### config.mk
export PLATFORM = sky130hd
export DESIGN_NAME = cpu_bus_glue
export DESIGN_NICKNAME = d
export VERILOG_FILES = /design/src/rtl/cbg_pkg.sv /design/src/rtl/cbg_strap_sampler.sv /design/src/rtl/cbg_region_dec.sv /design/src/rtl/cbg_ack_gen.sv /design/src/rtl/cpu_bus_glue.sv
export SDC_FILE = /design/constraint.sdc
export NUM_CORES = 1
export LEC_CHECK = 0
export BUFFER_PORTS_ARGS = -buffer_cell sky130_fd_sc_hd__buf_2
export CORE_AREA = 2 2 80 59
export DETAILED_ROUTE_END_ITERATION = 7
export DIE_AREA = 0 0 82 61
export RECOVER_POWER = 100
export SETUP_SLACK_MARGIN = 0.4
export SYNTH_ARGS = -nofsm -noshare
export SYNTH_HDL_FRONTEND = slang
export SYNTH_SLANG_ARGS = --single-unit
### constraint.sdc
create_clock -name clk -period 4.8 [get_ports clk]
set_input_delay 0.72 -clock clk [delete_from_list [all_inputs] [get_ports clk]]
set_output_delay 0.72 -clock clk [all_outputs]
set_load 0.01 [all_outputs]
### src/rtl/cbg_pkg.sv
package cbg_pkg;

   localparam logic [2:0] RGN_RAM     = 3'b000;
   localparam logic [2:0] RGN_ROM     = 3'b001;
   localparam logic [2:0] RGN_REGS    = 3'b010;
   localparam logic [2:0] RGN_SPARE   = 3'b110;
   localparam logic [2:0] RGN_AUTOVEC = 3'b111;

   typedef enum logic {
      BUS_DECODED = 1'b0,
      BUS_EXTSEL  = 1'b1
   } bus_mode_t;

   typedef struct packed {
      logic ram;
      logic rom;
      logic regs;
      logic spare;
      logic autovec;
      logic zero_wait;
   } region_sel_t;

endpackage

### src/rtl/cbg_strap_sampler.sv
module cbg_strap_sampler #(
   parameter int STRAP_DELAY = 4
) (
   input  logic               clk,
   input  logic               rst_n,
   input  logic [1:0]         strap_i,
   output logic               valid,
   output cbg_pkg::bus_mode_t mode,
   output logic               clk_src
);
   import cbg_pkg::*;

   localparam int CW = $clog2(STRAP_DELAY + 1);

   generate
      if (STRAP_DELAY < 1 || STRAP_DELAY > 8) begin : g_bad_delay
         $error("STRAP_DELAY must lie in 1..8");
      end
   endgenerate

   logic [CW-1:0] edge_cnt;

   always_ff @(posedge clk or negedge rst_n) begin
      if (!rst_n) begin
         edge_cnt <= '0;
         valid    <= 1'b0;
         mode     <= BUS_DECODED;
         clk_src  <= 1'b0;
      end else if (!valid) begin
         edge_cnt <= edge_cnt + 1'b1;
         if (edge_cnt == CW'(STRAP_DELAY - 1)) begin
            valid   <= 1'b1;
            mode    <= bus_mode_t'(strap_i[0]);
            clk_src <= strap_i[1];
         end
      end
   end

   p_strap_hold_r1: assert property (@(posedge clk) disable iff (!rst_n)
      valid |=> (valid && $stable(mode) && $stable(clk_src)));

endmodule

### src/rtl/cbg_region_dec.sv
module cbg_region_dec #(
   parameter bit BOOT_REMAP = 1'b1
) (
   input  logic [2:0]           region,
   input  logic                 boot,
   output cbg_pkg::region_sel_t sel
);
   import cbg_pkg::*;

   logic in_ram;
   assign in_ram = (region == RGN_RAM);

   generate
      if (BOOT_REMAP) begin : g_remap
         always_comb begin
            sel.ram = in_ram && !boot;
            sel.rom = (region == RGN_ROM) || (in_ram && boot);
         end
      end else begin : g_flat
         always_comb begin
            sel.ram = in_ram;
            sel.rom = (region == RGN_ROM);
         end
      end
   endgenerate

   always_comb begin
      sel.regs      = (region == RGN_REGS);
      sel.spare     = (region == RGN_SPARE);
      sel.autovec   = (region == RGN_AUTOVEC);
      sel.zero_wait = (region != RGN_SPARE) && (region != RGN_AUTOVEC);
   end

   always_comb begin
      assert (!(sel.ram && sel.rom)) else $error("p_mem_excl_r6 failed");
   end

endmodule

### src/rtl/cbg_ack_gen.sv
module cbg_ack_gen #(
   parameter int WAIT_CODE_W = 2,
   parameter int RESET_CODE  = 3
) (
   input  logic                   clk,
   input  logic                   rst_n,
   input  logic                   enable,
   input  logic                   as_n,
   input  logic                   zero_wait,
   input  logic                   spare,
   input  logic                   wait_we,
   input  logic [WAIT_CODE_W-1:0] wait_code,
   output logic                   dtack_n
);
   localparam int MAX_CODE = (1 << WAIT_CODE_W) - 1;
   localparam int MAX_WAIT = 1 << MAX_CODE;
   localparam int CW       = $clog2(MAX_WAIT + 1);

   generate
      if (WAIT_CODE_W < 1 || WAIT_CODE_W > 3) begin : g_bad_w
         $error("WAIT_CODE_W must lie in 1..3");
      end
      if (RESET_CODE < 0 || RESET_CODE > MAX_CODE) begin : g_bad_rc
         $error("RESET_CODE out of range");
      end
   endgenerate

   logic [WAIT_CODE_W-1:0] code_q;
   logic [CW-1:0]          wait_cnt;
   logic [CW-1:0]          wait_need;

   always_ff @(posedge clk or negedge rst_n) begin
      if (!rst_n)       code_q <= WAIT_CODE_W'(RESET_CODE);
      else if (wait_we) code_q <= wait_code;
   end

   always_ff @(posedge clk or negedge rst_n) begin
      if (!rst_n)                        wait_cnt <= '0;
      else if (as_n)                     wait_cnt <= '0;
      else if (wait_cnt != CW'(MAX_WAIT)) wait_cnt <= wait_cnt + 1'b1;
   end

   assign wait_need = CW'(1) << code_q;

   assign dtack_n = !(enable && !as_n &&
                      (zero_wait || (spare && (wait_cnt >= wait_need))));

   p_dtack_idle_r8: assert property (@(posedge clk) disable iff (!rst_n)
      as_n |-> dtack_n);

   p_spare_first_r5: assert property (@(posedge clk) disable iff (!rst_n)
      (spare && !as_n && $past(as_n)) |-> dtack_n);

endmodule

### src/rtl/cpu_bus_glue.sv
module cpu_bus_glue #(
   parameter int STRAP_DELAY = 4,
   parameter int BOOT_CYCLES = 4,
   parameter int WAIT_CODE_W = 2,
   parameter int RESET_CODE  = 3,
   parameter int OFFSET_W    = 8
) (
   input  logic                   clk,
   input  logic                   rst_n,
   input  logic [1:0]             strap_i,
   input  logic [2:0]             addr_hi,
   input  logic [OFFSET_W-1:0]    addr_lo,
   input  logic                   as_n,
   input  logic                   rw_n,
   input  logic                   ext_ram_cs_n,
   input  logic                   ext_reg_cs_n,
   input  logic                   wait_we,
   input  logic [WAIT_CODE_W-1:0] wait_code,
   output logic                   straps_valid,
   output logic                   bus_mode,
   output logic                   clk_src_sel,
   output logic                   ram_cs_n,
   output logic                   rom_cs_n,
   output logic                   spare_cs_n,
   output logic                   reg_sel,
   output logic [OFFSET_W-1:0]    reg_offset,
   output logic                   oe_n,
   output logic                   dtack_n,
   output logic                   vpa_n,
   output logic                   romcs_pin_drive,
   output logic                   vpa_pin_drive
);
   import cbg_pkg::*;

   localparam int BW = $clog2(BOOT_CYCLES + 1);

   generate
      if (BOOT_CYCLES < 0) begin : g_bad_boot
         $error("BOOT_CYCLES must not be negative");
      end
   endgenerate

   bus_mode_t   mode;
   region_sel_t sel;
   logic        active, dec, ext, strobe, as_q, boot;
   logic [BW-1:0] boot_left;

   cbg_strap_sampler #(.STRAP_DELAY(STRAP_DELAY)) u_strap (
      .clk     (clk),
      .rst_n   (rst_n),
      .strap_i (strap_i),
      .valid   (straps_valid),
      .mode    (mode),
      .clk_src (clk_src_sel)
   );

   assign active = straps_valid && rst_n;
   assign dec    = active && (mode == BUS_DECODED);
   assign ext    = active && (mode == BUS_EXTSEL);
   assign strobe = !as_n;

   always_ff @(posedge clk or negedge rst_n) begin
      if (!rst_n) begin
         as_q      <= 1'b1;
         boot_left <= BW'(BOOT_CYCLES);
      end else begin
         as_q <= as_n;
         if (dec && !as_q && as_n && (boot_left != '0))
            boot_left <= boot_left - 1'b1;
      end
   end

   assign boot = (boot_left != '0);

   cbg_region_dec #(.BOOT_REMAP(BOOT_CYCLES > 0)) u_dec (
      .region (addr_hi),
      .boot   (boot),
      .sel    (sel)
   );

   cbg_ack_gen #(.WAIT_CODE_W(WAIT_CODE_W), .RESET_CODE(RESET_CODE)) u_ack (
      .clk       (clk),
      .rst_n     (rst_n),
      .enable    (dec),
      .as_n      (as_n),
      .zero_wait (sel.zero_wait),
      .spare     (sel.spare),
      .wait_we   (wait_we),
      .wait_code (wait_code),
      .dtack_n   (dtack_n)
   );

   assign ram_cs_n   = !((dec && strobe && sel.ram) || (ext && !ext_ram_cs_n));
   assign rom_cs_n   = !(dec && strobe && sel.rom);
   assign spare_cs_n = !(active && strobe && sel.spare);
   assign reg_sel    = (dec && strobe && sel.regs) ||
                       (ext && strobe && !ext_reg_cs_n);
   assign reg_offset = reg_sel ? addr_lo : '0;
   assign vpa_n      = !(dec && strobe && sel.autovec);
   assign oe_n       = !(active && strobe && rw_n);
   assign bus_mode        = (mode == BUS_EXTSEL);
   assign romcs_pin_drive = dec;
   assign vpa_pin_drive   = dec;

   always_comb begin
      if (!rst_n) assert (ram_cs_n) else $error("p_ram_reset_r10 failed");
   end

   p_vpa_no_ack_r3: assert property (@(posedge clk) disable iff (!rst_n)
      !vpa_n |-> dtack_n);

   p_idle_quiet_r8: assert property (@(posedge clk) disable iff (!rst_n)
      as_n |-> (rom_cs_n && spare_cs_n && oe_n && vpa_n && !reg_sel));

   p_no_ram_in_boot_r6: assert property (@(posedge clk) disable iff (!rst_n)
      (dec && boot) |-> ram_cs_n);

   p_ext_quiet_r9: assert property (@(posedge clk) disable iff (!rst_n)
      ext |-> (rom_cs_n && vpa_n && dtack_n && !romcs_pin_drive));

   p_prestrap_r1: assert property (@(posedge clk) disable iff (!rst_n)
      !straps_valid |-> (ram_cs_n && rom_cs_n && oe_n && dtack_n && vpa_n));

endmodule

* After elaboration in Yosys (flattened, before gate mapping)
Cells that the tools add are included.
** Word-level totals
- Register bits :: 16
- Latch bits :: 0
- Bits in writable memories :: 0
- Bits in read-only memories :: 0
- Input port bits :: 22
- Word-level logic and storage cells :: 69
- Memories kept :: 0
** Cells by class
- $add $sub $neg :: 3
- Multiply operators :: 0
- Divide/modulo/power cells :: 0
- Magnitude comparators :: 1
- Equality and inequality tests :: 8
- Shift-type cells :: 1
- Multiplexer cells :: 5
- Bitwise logic cells :: 2
- Reductions and logical operators :: 41
** Operator list (number)
- 1-bit logical AND :: 22
- 1-bit logical NOT :: 11
- 4-bit 2-to-1 mux :: 2
- 8-bit 2-to-1 mux :: 1
- 3-bit by 2-bit == test with 1-bit output (second input constant) :: 2
- 3-bit == test (second input constant) :: 2
- 3-bit != test (second input constant) :: 2
- 4-bit by 1-bit adder with 4-bit output (second input constant) :: 1
- 4-bit >= comparator :: 1
- 1-bit logical OR :: 4
- 4-bit != test (second input constant) :: 1
- 1-bit by 2-bit left shift with 4-bit output (first input constant) :: 1
- 3-bit by 1-bit adder with 3-bit output (second input constant) :: 1
- 3-bit by 1-bit == test with 1-bit output (second input constant) :: 1
- 3-bit logical NOT :: 1
- 3-bit nonzero test :: 1
- 3-bit by 1-bit subtractor with 3-bit output (second input constant) :: 1
- 1-bit 2-to-1 mux :: 2
- 1-bit inverter :: 2
- 2-bit AND reduction :: 1
- 2-bit nonzero test :: 1

* Longest topological paths before layout
- Depth in word-level cells :: 6
- Depth in mapped cells :: 5
- Gate-level depth less buffers :: 5

* Hierarchy
Synthesis repeated with hierarchy kept, for this count alone.
** Second synthesis, totals
- Cells, all modules :: 100
- Area, all modules :: 1031.0 um2
** Modules (own cells, without submodules)
- cbg_ack_gen :: instances 1, cells each 38, area each 404.1 um2, seq. area each 152.6 um2
- cpu_bus_glue :: instances 1, cells each 38, area each 337.8 um2, seq. area each 102.6 um2
- cbg_strap_sampler :: instances 1, cells each 17, area each 245.2 um2, seq. area each 150.1 um2
- cbg_region_dec :: instances 1, cells each 7, area each 43.8 um2, seq. area each 0.0 um2

* Least setup slack after synthesis
OpenSTA, ideal clock, no wires.
- Kind :: input to output
- Start :: in addr_hi[0]
- End :: out reg_offset[0]
- Data arrival time :: 1.672 ns
- Required time :: 4.080 ns
- Slack :: 2.408 ns
- Stages on the path :: 3
- Path buffers :: 0
- Cell sequence :: or4b_4 > a21oi_4 > and2_1
** Between the ends
- Word-level cells in the longest chain between the ends :: 4
** RTL lines
- start: declaration :: RTL line cpu_bus_glue.sv:11 : input logic [2:0] addr_hi,
- 3-bit by 2-bit == test with 1-bit output :: RTL line cbg_region_dec.sv:28 : sel.regs = (region == RGN_REGS);
- 1-bit logical AND :: RTL line cpu_bus_glue.sv:96 : assign reg_sel = (dec && strobe && sel.regs) ||
- 1-bit logical OR :: RTL line cpu_bus_glue.sv:96
- net reg_sel :: RTL line cpu_bus_glue.sv:25 : output logic reg_sel,
- 8-bit 2-to-1 mux :: RTL line cpu_bus_glue.sv:98 : assign reg_offset = reg_sel ? addr_lo : '0;
- end: declaration :: RTL line cpu_bus_glue.sv:26 : output logic [OFFSET_W-1:0] reg_offset,
The timed path passes the listed nets, and every way through them passes these cells.

* Worst setup path after layout
- Start :: in rst_n
- End :: out reg_offset[2]
** Between the ends
- Word-level cells in the longest chain between the ends :: 6
** RTL lines
- start: declaration :: RTL line cpu_bus_glue.sv:9 : input logic rst_n,
- 1-bit logical AND (*) :: RTL line cpu_bus_glue.sv:57 : assign active = straps_valid && rst_n;
- 1-bit logical AND (on tied branches) :: RTL line cpu_bus_glue.sv:58, cpu_bus_glue.sv:59
- 1-bit logical AND (on tied branches) (2 in series) :: RTL line cpu_bus_glue.sv:96, cpu_bus_glue.sv:97
- 1-bit logical OR (*) :: RTL line cpu_bus_glue.sv:96
- 8-bit 2-to-1 mux (*) :: RTL line cpu_bus_glue.sv:98
Mark *: on every way between the ends. The rest lies on a longest branch, timed or not.

==> results.sh <==
export IMPL_syn_avg_cell_area_um2=10.17
export IMPL_dieHeight_um=61
export IMPL_powerDensity_mw_per_mm2=284.5
export IMPL_final_antenna_net_count=0
export IMPL_gp_congestion=0.6926
export IMPL_finalHoldViolations=0
export IMPL_cts_tree="done"
export IMPL_synth_edff_count=0
export IMPL_power_uw=368.0
export IMPL_worst_setup_path_type="input pin to primary output"
export IMPL_status="finished clean"
export IMPL_grt_max_degree=19
export IMPL_fp_row_count=20
export IMPL_syn_area_mm2=0.001017
export IMPL_cp_depth=5
export IMPL_finalSetupViolations=0
export IMPL_die_w_um=82
export IMPL_first_pass_iters=5
export IMPL_core_area_mm2=0.004204
export IMPL_seq_area_frac_synth_pct=39.85
export IMPL_min_path_type="flip-flop to flip-flop"
export IMPL_fmax_mhz=316.8
export IMPL_critPathCapture="reg_offset[2]"
export IMPL_cts_setup_buffers=0
export IMPL_antenna_found_initial=0
export IMPL_drt_wl_total_um=2127
export IMPL_crit_path_start_kind="input pin"
export IMPL_r2r_setup_slack_ps=3110
export IMPL_syn2layout_area_growth_pct=27.18
export IMPL_crit_buf_inv=2
export IMPL_cp_startpoint="rst_n"
export IMPL_antenna_cells=0
export IMPL_multiInputGateArea_um2=559.3
export IMPL_slew_headroom_pct=37.95
export IMPL_htree_levels=1
export IMPL_seq_area_um2=405.4
export IMPL_ys_seq_elements=16
export IMPL_clockBufferDepth=2
export IMPL_crit_top_cell="clkbuf_1"
export IMPL_ios=42
export IMPL_clk_latency_ps=250
export IMPL_dp_hpwl_um=1727
export IMPL_post_cts_resized=0
export IMPL_grt_pass1_wl_um=3270
export IMPL_crit_chain="clkbuf_1 > nand3b_1 > a21oi_1 > and2_1 > clkbuf_1"
export IMPL_rsz0062_at_grt="false"
export IMPL_dr_total_vias=853
export IMPL_setup_tns_ps=0
export IMPL_track_usage_pct=8.730
export IMPL_cts_root_buf="clkbuf_8"
export IMPL_ys_warn_count=0
export IMPL_reg2reg_to="boot_left[1]"
export IMPL_grt_overflow=0
export IMPL_yosys_most_used_dff="dfrtp_1"
export IMPL_cts_buffers=3
export IMPL_nets=175
export IMPL_port_buffers=41
export IMPL_place_area_mm2=0.001275
export IMPL_num_fill_cells=439
export IMPL_synth_async_reset_ratio_pct=100.0
export IMPL_critPathRequiredTime_ps=4080
export IMPL_whs_ps=488.4
export IMPL_synth_cell_type_count=34
export IMPL_crit_fanout=18
export IMPL_fin_skew_ps=2.392
export IMPL_design_area_mm2=0.001294
export IMPL_grt_pass1_vias=761
export IMPL_worstRegToRegCells=3
export IMPL_dieArea_mm2=0.005002
export IMPL_min_period_ps=3157
export IMPL_wire_per_inst_um=10.80
export IMPL_viasPerCell=4.330
export IMPL_postSynthCellCount=100
export IMPL_leakage_uw=0.0006027
export IMPL_tightest_slew_ps=930.8
export IMPL_crit_arrival_ps=2440
export IMPL_critical_path_slowest_cell="clkbuf_1"
export IMPL_final_common_cell="buf_2"
export IMPL_peakVddDrop_mv=0.1001
export IMPL_clk_pin_slew_worst_paths_ps=60
export IMPL_layout_common_cells="buf_2 (26), clkbuf_1 (15), dfrtp_1 (12)"
export IMPL_final_max_slew_viol_count=0
export IMPL_cp_end_kind="primary output"
export IMPL_drv_cap=0
export IMPL_drc=0
export IMPL_syn_num_nets=132
export IMPL_cts_sinks=16
export IMPL_cp_top_family="buffers and inverters"
export IMPL_drtIter0Drc=32
export IMPL_fin_crit_sh_pct=65.77
export IMPL_initial_utilization_pct=24.20
export IMPL_r2r_start="u_strap.valid"
export IMPL_hold_buffers=0
export IMPL_final_util_pct=30.77
export IMPL_cpPeakStageDelay_ps=680
export IMPL_layout_drive_gt1_share_pct=28.87
-- power by group --
group	internal [uW]	total, uW	switching [uW]
Clock	72.7	118	45.7
Combinational	38.0	82.7	44.7
Sequential	156	167	10.8
-- synthesized netlist by cell type (2+ instances only) --
cell       n  area (um^2)
a21oi_1    2        10.01
and2_1     8        50.05
dfrtp_1   12        300.3
dfstp_2    4        105.1
ha_1      10        125.1
inv_1      5        18.77
mux2_2     5        56.30
mux2i_1    2        20.02
nand2_1    7        26.28
nand2b_1   6        37.54
nand3_1    2        10.01
nand3b_1   3        22.52
nor2_1     8        30.03
nor3b_1    2        15.01
o211ai_1   2        15.01
o21ai_0    2        10.01
xnor2_1    3        26.28
-- state kept, by name, summed over array words and instances, names as in the netlist --
register,count
as_q,1
boot_left,3
u_ack.code_q,2
u_ack.wait_cnt,4
u_strap.clk_src,1
u_strap.edge_cnt,3
u_strap.mode,1
u_strap.valid,1
-- through the flow --
| step | cells | setup slack, ps |
|---|---|---|
| after floorplan | 100 | 2408 |
| after global placement | 193 | 2173 |
| after detailed placement | 193 | 2124 |
| after CTS | 197 | 2115 |
| after global routing | 197 | 1380 |
| final | 197 | 1643 |
-- kinds of logic after synthesis --
| logic type | count (synthesis) | synth area share (%) |
|---|---|---|
| simple gates | 46 | 27.06 |
| mux | 7 | 7.503 |
| buf+inv | 8 | 3.444 |
| xor+xnor | 4 | 3.445 |
| fa+ha+maj | 10 | 12.30 |
| compound gates | 9 | 6.396 |
| flops | 16 | 39.85 |
-- per-layer routing --
| layer | vias up | routed length [um] | global-route usage, % |
|---|---|---|---|
| met3 | 2 | 201 | 2.679 |
| li1 | 424 | - | - |
| met2 | 36 | 905 | 14.63 |
| met5 | - | 0 | 0 |
| met4 | 0 | 10 | 2.857 |
| met1 | 391 | 1011 | 10.85 |
-- worst min path at each step --
stage | startpoint | end | slack, ps | cells after the start
3_5_place_dp | u_strap.edge_cnt[0] | u_strap.edge_cnt[0] | 470 | 1
6_report | u_strap.edge_cnt[0] | u_strap.edge_cnt[0] | 490 | 1
5_1_grt | u_strap.edge_cnt[0] | u_strap.edge_cnt[0] | 490 | 1
4_1_cts | rst_n | u_strap.valid | 400 | 1
2_1_floorplan | rst_n | boot_left[0] | 420 | 0
3_3_place_gp | u_strap.edge_cnt[2] | u_strap.edge_cnt[2] | 470 | 2
-- area by class of cell --
| cell class | instances | share of cell area (%) |
|---|---|---|
| flip-flops and latches | 16 | 31.33 |
| multi-input cells | 76 | 43.23 |
| inverters | 5 | 1.451 |
| repair buffers | 41 | 14.41 |
| well taps | 55 | 5.319 |
| clock buffers | 4 | 4.255 |
No activity file was read; power rests on OpenSTA's default activity.
